<file path="src/rtl/mxb_pkg.sv">
package mxb_pkg;
  typedef enum logic [2:0] {
    ST_IDLE,
    ST_SETUP,
    ST_AHOLD,
    ST_STRB,
    ST_RECOV,
    ST_FLOAT,
    ST_GRANT,
    ST_REL
  } mxb_state_e;
endpackage

</file>
<file path="src/rtl/mxb_hold_age.sv">
module mxb_hold_age #(
  parameter int LIMIT = 4
) (
  input  logic clk,
  input  logic rst_n,
  input  logic hold_req,
  output logic hold_ripe
);
  localparam int AGEW = $clog2(LIMIT + 1);

  logic [AGEW-1:0] age_q, age_d;

  always_comb begin
    age_d = age_q;
    if (!hold_req) begin
      age_d = '0;
    end else if (age_q != AGEW'(LIMIT)) begin
      age_d = age_q + 1'b1;
    end
  end

  always_ff @(posedge clk or negedge rst_n) begin
    if (!rst_n) age_q <= '0;
    else        age_q <= age_d;
  end

  assign hold_ripe = (age_q == AGEW'(LIMIT));
endmodule

</file>
<file path="src/rtl/mxb_seq.sv">
module mxb_seq
  import mxb_pkg::*;
#(
  parameter int WW = 2
) (
  input  logic          clk,
  input  logic          rst_n,
  input  logic          req_valid,
  input  logic          req_wr,
  input  logic          cfg_as,
  input  logic          cfg_ah,
  input  logic          cfg_idle,
  input  logic [WW-1:0] cfg_wait,
  input  logic          wait_req,
  input  logic          hold_req,
  input  logic          hold_ripe,
  output mxb_state_e    state,
  output logic          rec_first,
  output logic          wr_cur,
  output logic          req_ready,
  output logic          load,
  output logic          cap_en,
  output logic          done
);
  localparam int CNTW = WW + 2;

  mxb_state_e      state_q, state_d;
  logic [CNTW-1:0] cnt_q, cnt_d;
  logic            first_q, first_d;
  logic            wr_q, ah_q, idle_q;
  logic [WW-1:0]   cw_q;

  assign req_ready = (state_q == ST_IDLE) && !hold_req;
  assign load      = req_valid && req_ready;
  assign done      = (state_q == ST_RECOV) && (cnt_q == '0);

  always_comb begin
    state_d = state_q;
    cnt_d   = cnt_q;
    first_d = 1'b0;
    cap_en  = 1'b0;
    unique case (state_q)
      ST_IDLE: begin
        if (hold_req) begin
          state_d = ST_FLOAT;
        end else if (req_valid) begin
          state_d = ST_SETUP;
          cnt_d   = cfg_as ? CNTW'(2) : '0;
        end
      end
      ST_SETUP: begin
        if (cnt_q == '0) begin
          state_d = ST_AHOLD;
          cnt_d   = ah_q ? CNTW'(2) : '0;
        end else begin
          cnt_d = cnt_q - 1'b1;
        end
      end
      ST_AHOLD: begin
        if (cnt_q == '0) begin
          state_d = ST_STRB;
          cnt_d   = {1'b0, cw_q, 1'b1};
        end else begin
          cnt_d = cnt_q - 1'b1;
        end
      end
      ST_STRB: begin
        if (cnt_q != '0) begin
          cnt_d = cnt_q - 1'b1;
        end else if (wait_req) begin
          cnt_d = CNTW'(1);
        end else begin
          state_d = ST_RECOV;
          cap_en  = !wr_q;
          first_d = 1'b1;
          cnt_d   = (!wr_q && idle_q) ? CNTW'(3) : CNTW'(1);
        end
      end
      ST_RECOV: begin
        if (cnt_q == '0) state_d = ST_IDLE;
        else             cnt_d   = cnt_q - 1'b1;
      end
      ST_FLOAT: begin
        if (!hold_req)     state_d = ST_IDLE;
        else if (hold_ripe) state_d = ST_GRANT;
      end
      ST_GRANT: begin
        if (!hold_req) state_d = ST_REL;
      end
      ST_REL:   state_d = ST_IDLE;
      default:  state_d = ST_IDLE;
    endcase
  end

  always_ff @(posedge clk or negedge rst_n) begin
    if (!rst_n) begin
      state_q <= ST_IDLE;
      cnt_q   <= '0;
      first_q <= 1'b0;
    end else begin
      state_q <= state_d;
      cnt_q   <= cnt_d;
      first_q <= first_d;
    end
  end

  always_ff @(posedge clk or negedge rst_n) begin
    if (!rst_n) begin
      wr_q   <= 1'b0;
      ah_q   <= 1'b0;
      idle_q <= 1'b0;
      cw_q   <= '0;
    end else if (load) begin
      wr_q   <= req_wr;
      ah_q   <= cfg_ah;
      idle_q <= cfg_idle;
      cw_q   <= cfg_wait;
    end
  end

  assign state     = state_q;
  assign rec_first = first_q;
  assign wr_cur    = wr_q;
endmodule

</file>
<file path="src/rtl/mxb_datapath.sv">
module mxb_datapath #(
  parameter int DW = 16
) (
  input  logic          clk,
  input  logic          rst_n,
  input  logic          load,
  input  logic [DW-1:0] req_addr,
  input  logic [DW-1:0] req_wdata,
  input  logic [1:0]    req_be,
  input  logic          cap_en,
  input  logic [DW-1:0] ad_in,
  input  logic          sel_data,
  output logic [DW-1:0] ad_out,
  output logic [1:0]    be_cur,
  output logic [DW-1:0] rsp_data
);
  logic [DW-1:0] addr_q, wdata_q, rdata_q;
  logic [1:0]    be_q;

  always_ff @(posedge clk or negedge rst_n) begin
    if (!rst_n) begin
      addr_q  <= '0;
      wdata_q <= '0;
      be_q    <= '0;
    end else if (load) begin
      addr_q  <= req_addr;
      wdata_q <= req_wdata;
      be_q    <= req_be;
    end
  end

  always_ff @(posedge clk or negedge rst_n) begin
    if (!rst_n)      rdata_q <= '0;
    else if (cap_en) rdata_q <= ad_in;
  end

  assign ad_out   = sel_data ? wdata_q : addr_q;
  assign be_cur   = be_q;
  assign rsp_data = rdata_q;
endmodule

</file>
<file path="src/rtl/mxb_bus_master.sv">
module mxb_bus_master
  import mxb_pkg::*;
#(
  parameter int DW         = 16,
  parameter int WW         = 2,
  parameter int HOLD_TICKS = 4
) (
  input  logic          clk,
  input  logic          rst_n,
  input  logic          cfg_as,
  input  logic          cfg_ah,
  input  logic          cfg_idle,
  input  logic [WW-1:0] cfg_wait,
  input  logic          req_valid,
  output logic          req_ready,
  input  logic          req_wr,
  input  logic [DW-1:0] req_addr,
  input  logic [DW-1:0] req_wdata,
  input  logic [1:0]    req_be,
  output logic          rsp_done,
  output logic [DW-1:0] rsp_data,
  input  logic [DW-1:0] ad_in,
  output logic [DW-1:0] ad_out,
  output logic          ad_oe,
  output logic          astb,
  output logic          rd_n,
  output logic          wr_lo_n,
  output logic          wr_hi_n,
  output logic          ctl_oe,
  input  logic          wait_req,
  input  logic          hold_req,
  output logic          hold_ack
);
  logic       rst_s1, rst_s2;
  mxb_state_e state;
  logic       rec_first, wr_cur, load, cap_en, hold_ripe;
  logic [1:0] be_cur;
  logic       in_strb, in_addr, in_data;

  always_ff @(posedge clk or negedge rst_n) begin
    if (!rst_n) begin
      rst_s1 <= 1'b0;
      rst_s2 <= 1'b0;
    end else begin
      rst_s1 <= 1'b1;
      rst_s2 <= rst_s1;
    end
  end

  mxb_hold_age #(.LIMIT(HOLD_TICKS)) u_age (
    .clk(clk), .rst_n(rst_s2), .hold_req(hold_req), .hold_ripe(hold_ripe)
  );

  mxb_seq #(.WW(WW)) u_seq (
    .clk(clk), .rst_n(rst_s2), .req_valid(req_valid), .req_wr(req_wr),
    .cfg_as(cfg_as), .cfg_ah(cfg_ah), .cfg_idle(cfg_idle), .cfg_wait(cfg_wait),
    .wait_req(wait_req), .hold_req(hold_req), .hold_ripe(hold_ripe),
    .state(state), .rec_first(rec_first), .wr_cur(wr_cur),
    .req_ready(req_ready), .load(load), .cap_en(cap_en), .done(rsp_done)
  );

  assign in_strb = (state == ST_STRB);
  assign in_addr = (state == ST_SETUP) || (state == ST_AHOLD);
  assign in_data = (in_strb || (state == ST_RECOV)) && wr_cur;

  mxb_datapath #(.DW(DW)) u_dp (
    .clk(clk), .rst_n(rst_s2), .load(load), .req_addr(req_addr),
    .req_wdata(req_wdata), .req_be(req_be), .cap_en(cap_en), .ad_in(ad_in),
    .sel_data(in_data), .ad_out(ad_out), .be_cur(be_cur), .rsp_data(rsp_data)
  );

  assign ad_oe    = in_addr || in_data;
  assign astb     = !((state == ST_AHOLD) || in_strb ||
                      ((state == ST_RECOV) && rec_first));
  assign rd_n     = !(in_strb && !wr_cur);
  assign wr_lo_n  = !(in_strb && wr_cur && be_cur[0]);
  assign wr_hi_n  = !(in_strb && wr_cur && be_cur[1]);
  assign ctl_oe   = !((state == ST_FLOAT) || (state == ST_GRANT) || (state == ST_REL));
  assign hold_ack = (state == ST_GRANT);
endmodule

</file>
<file path="config.mk">
export PLATFORM = sky130hd
export DESIGN_NAME = mxb_bus_master
export DESIGN_NICKNAME = d
export VERILOG_FILES = /design/src/rtl/mxb_pkg.sv /design/src/rtl/mxb_hold_age.sv /design/src/rtl/mxb_seq.sv /design/src/rtl/mxb_datapath.sv /design/src/rtl/mxb_bus_master.sv
export SDC_FILE = /design/constraint.sdc
export NUM_CORES = 1
export LEC_CHECK = 0
export ABC_AREA = 1
export BUFFER_PORTS_ARGS = -buffer_cell sky130_fd_sc_hd__clkbuf_2
export CORE_MARGIN = 3
export CORE_UTILIZATION = 29
export CTS_CLUSTER_DIAMETER = 80
export DETAILED_ROUTE_END_ITERATION = 6
export PLACE_DENSITY = 0.6
export REMOVE_ABC_BUFFERS = 1
export SYNTH_ARGS = -nofsm -noshare
export SYNTH_HDL_FRONTEND = slang
export SYNTH_SLANG_ARGS = --single-unit
</file>
<file path="constraint.sdc">
create_clock -name clk -period 3.7 [get_ports clk]
set_clock_uncertainty 0.15 [all_clocks]
set_input_delay 0.74 -clock clk [delete_from_list [all_inputs] [get_ports clk]]
set_output_delay 0.74 -clock clk [all_outputs]
set_load 0.05 [all_outputs]
</file>
* Word-level counts from Yosys, hierarchy flattened
Index checks and enable logic that the tools add are counted.
Storage, ports and cells: flip-flop bits (word level) 68, bits of input ports 61, output and inout port bits 41, logic and storage cells 98
Operators by class: $add $sub $neg 2, eq/ne operators 21, mux-type cells 31, reductions and logical operators 30
Operator list (number):
- $mux 3 | 12
- $mux 4 | 7
- $pmux 3 s8 | 1
- $pmux 4 s5 | 1
- $mux 16 | 1
- $eq 3x3->1 const B | 5
- $ne 2x2->1 const B | 6
- $logic_and 1x1->1 | 10
- $ne 3x3->1 const B | 3
- $ne 2x1->1 const B | 4
- $reduce_and 8->1 | 1
- $logic_not 1->1 | 7
- $logic_or 1x1->1 | 7
- $eq 3x2->1 const B | 2
- $mux 1 | 6
- $mux 2 | 3
- $reduce_bool 5->1 | 1
- $logic_not 4->1 | 1
- $reduce_and 4->1 | 1
- $reduce_bool 4->1 | 1
- $sub 4x1->4 const B | 1
- $add 3x1->3 const B | 1
- $eq 3x1->1 const B | 1
- $logic_not 3->1 | 1

* Logic depth before layout (Yosys ltp)
depth after elaboration 6, depth in mapped cells 10, mapped depth without buffers 9

* Cells and area by module
From an unflattened synthesis, not the netlist that was laid out.
Unflattened totals: cells, all modules 436, area total of the unflattened synthesis 3443.3 µm²
By module, submodules not included:
- mxb_datapath | instances 1, cells each 264, area each 2203.4 µm², sequential area each 1251.2 µm²
- mxb_seq | instances 1, cells each 129, area each 929.6 µm², sequential area each 325.3 µm²
- mxb_hold_age | instances 1, cells each 19, area each 163.9 µm², sequential area each 75.1 µm²
- mxb_bus_master | instances 1, cells each 24, area each 146.4 µm², sequential area each 50.0 µm²

* Worst setup path before layout
OpenSTA, ideal clock, no wires.
kind register to output, start point register u_seq.state_q[0], in the netlist u_seq.state[0], end point output ad_out[0], arrival time 2171 ps, required time 2810 ps, path slack 639 ps, cell stages (with the launch flop) 7, buffers on the path 1, cell sequence dfrtp_1 -> nor2_2 -> nand2_1 -> inv_2 -> o21ai_2 -> buf_2 -> o21ai_0
Between the ends: word-level cells in the longest chain between the ends 4, elaborated cells between the ends (all ways) 5, those cells by class eq/ne (2); mux (1); reduce/logical (2)
Ends and longest elaborated chain:
- from (decl) | RTL line mxb_seq.sv:27 | mxb_state_e state_q, state_d;
- from (signal assigned) | RTL line mxb_seq.sv:101 | state_q <= state_d;
- $eq 3x2->1 or $eq 3x3->1 (tied branches) | RTL line mxb_bus_master.sv:62, mxb_bus_master.sv:64
- $logic_or 1x1->1 * | RTL line mxb_bus_master.sv:64 | assign in_data = (in_strb || (state == ST_RECOV)) && wr_cur;
- $logic_and 1x1->1 * | RTL line mxb_bus_master.sv:64
- $mux 16 * | RTL line mxb_datapath.sv:37 | assign ad_out = sel_data ? wdata_q : addr_q;
- to (decl) | RTL line mxb_bus_master.sv:23 | output logic [DW-1:0] ad_out,
Every way passes the cells marked *; elsewhere a longest branch is shown, timed or not.

* Final worst setup path
start point register u_seq.state_q[0], in the netlist u_seq.state[0], end point output ad_out[14]
The elaborated chain is that of the path after synthesis.

==> summary.txt <==
STA
  – Hold WS: ~0.048 ns
  – Max Clock Freq: around 330 MHz
  – Slew HR: slightly below 40%
  – Sum Neg Setup Slack: 0 ns
  – RSZ-0062 raised after global routing: no
  – Final Hold Viols: 0
  – Worst Max-Slew Pin Slew: 0.9042 ns
  – Pins over their slew limit: 0
  – Setup-failing EPs final: 0
  – Final Critical Period: ~3.0 ns
  – Final Cycle Share: around four fifths

Drt
  – Drt pass-1 iters: 4
  – Number of nets with antenna violations after detailed routing: 0
  – Drt wl/cell: about 12 um
  – WL final: 7894 um
  – Starting DRT DRC Count: 119
  – Vias post-DR: around 2900
  – DR vias/cell: ~4.3
  – DRC Markers: 0

CTS
  – Total CTS buffers: 9
  – # Post-CTS Setup Buffers: 0
  – H-tree levels: 3
  – Post-CTS sizing: 0
  – CTS Sinks: 68
  – Root Buffer: clkbuf_16
  – Clock transition at path regs: 0.06 ns
  – # hold bufs at CTS: 0
  – Clock network latency to the later pin of the worst-skew pair: around 0.32 ns
  – CTS tree: built
  – Clock Path Buffers: 2

Finish
  – Nets: 580
  – Layout cells sized above 1: roughly a quarter
  – Commonest non-fill, non-tap cell in the layout: nand2_1
  – Synthesis-to-layout area growth: 28.24%
  – Most frequent cells in the layout: 140 x nand2_1, 101 x clkbuf_2, 67 x dfrtp_1
  – Antenna Cells: 0
  – Post-route insts no fill: between 600 and 700

Status
  – Status: finished, final reports clean

Run
  – Max_cap viols: 0

Global route
  – Largest net degree at the start of global routing: 79
  – Total global routing overflow: 0
  – First-pass GRT wire length: 13580 um
  – Vias in the first global route: 2854
  – Initial antenna violation count: 0
  – Gr usage total: between 10% and 20%

Critical path
  – Critical path data required time: roughly 2.8 ns
  – CP startpoint kind: flop
  – Crit end category: primary output
  – CP Class: flop to primary output
  – CP arrival: roughly 2.1 ns
  – CP max FO: 33

Floorplan
  – Die W: about 110 um
  – Core Area: between 10000 and 15000 sq um
  – Starting density of the core: 30.02%
  – Rows: 38
  – Die footprint: roughly 13000 sq um
  – Die Ht: 112.4 um
  – Ports: just over 100

Synthesis
  – Syn Std Cell Area: 3283 sq um
  – Syn avg cell area: between 7 and 8 sq um
  – FF+latch count, synth: 68
  – Synth unique cells: 27
  – Post-synthesis sequential area ratio: between 50% and 60%
  – Yosys warning count: 0
  – Synth Instances: 416

Power
  – VDD IR max: between 0.0004 and 0.0005 V
  – Cell Pwr Density: 961.9 nW/um^2
  – Leak: 2.319 nW

Placed design
  – Number of port buffers: 101
  – GP Congestion: approximately 0.81
  – Placed Instances: around 640
  – DP HPWL: around 5700 um

Worst hold path
  – Type of the most critical hold path: input pin to asynchronous set/reset pin
stage by stage:
| step | power (mW) | area, sq um | util, % | worst slack (ns) |
|---|---|---|---|---|
| floorplan | 2.719 | 3194 | - | 0.5736 |
| global placement | 3.159 | 3899 | 35.65 | 1.138 |
| detailed placement | 3.200 | 3899 | 35.65 | 1.062 |
| CTS | 4.110 | 4210 | 38.50 | 0.6922 |
| global route | 4.374 | 4210 | 38.50 | 0.5407 |
| finish | 4.050 | 4210 | 38.50 | 0.6907 |
synth_stat cells (all sizes together):
cell,instances,area share (%)
ha,4,1.5
buf,8,1.8
inv,63,7.2
o31ai,1,0.23
clkbuf,8,0.95
o21ai,65,10
dfrtp,68,52
nor3,3,1.1
nand4,2,0.38
nor2,15,2.3
a21oi,2,0.30
nand3,30,4.6
conb,1,0.11
nand2,142,17
xnor2,2,0.53
o21bai,1,0.23
nand3b,1,0.23
report_power, final:
group	switching, mW	internal, mW
clock	0.323	0.560
combinational	1.46	0.486
sequential	0.174	1.05
routing by layer:
metal  vias up  wire, um  track usage (%)
met4         0        92            3.606
met1      1288      3676            16.97
met2        79      3690            21.97
met5         -         0                0
met3         9       434            3.288
li1       1489         -                -
worst max-delay path, stage by stage (launching register included):
cell and delay (ns):
dfrtp_1 0.45, nor2_2 0.23, nand2_1 0.18, inv_2 0.11, o21ai_2 0.05, buf_4 0.24, o21ai_0 0.22, clkbuf_2 0.31
sequential cells by signal (all words and copies together) (netlist names), 2 cells and up:
register,cells
u_age.age_q,3
u_dp.addr_q,16
u_dp.be_cur,2
u_dp.rsp_data,16
u_dp.wdata_q,16
u_seq.cnt_q,4
u_seq.cw_q,2
u_seq.state,3
area by class of cell:
type                    count  area, sq um
well taps                 140        175.2
clock inverters             5        58.81
repair buffers            104        528.0
fillers                  1146         6725
clock buffers              11        252.7
inverters                  63        236.5
flip-flops and latches     68         1703
multi-input cells         269         1256
cells by family after synthesis:
group	share of synthesized area, %
AOI/OAI and AO/OA	10.79
adders and majority gates	1.524
other	0.1142
xor gates and xnor gates	0.5336
DFF	51.83
buffers and inverters	9.908
and+or+nand+nor	25.30
final timing paths:
path / from / endpoint / slack, ns / cells after the start
min in group clk: rst_s1 / rst_s2 / 0.20 / 0
worst max-delay path: u_seq.state[0] / ad_out[14] / 0.69 / 7
worst min register to register: rst_s1 / rst_s2 / 0.20 / 0
worst max register to register: u_seq.cnt_q[0] / u_dp.rsp_data[0] / 1.40 / 7
max in group asynchronous: rst_s2 / u_dp.wdata_q[13] / 2.29 / 1
worst min-delay path: rst_n / rst_s2 / 0.05 / 1
No activity file was read; power rests on OpenSTA's default activity.
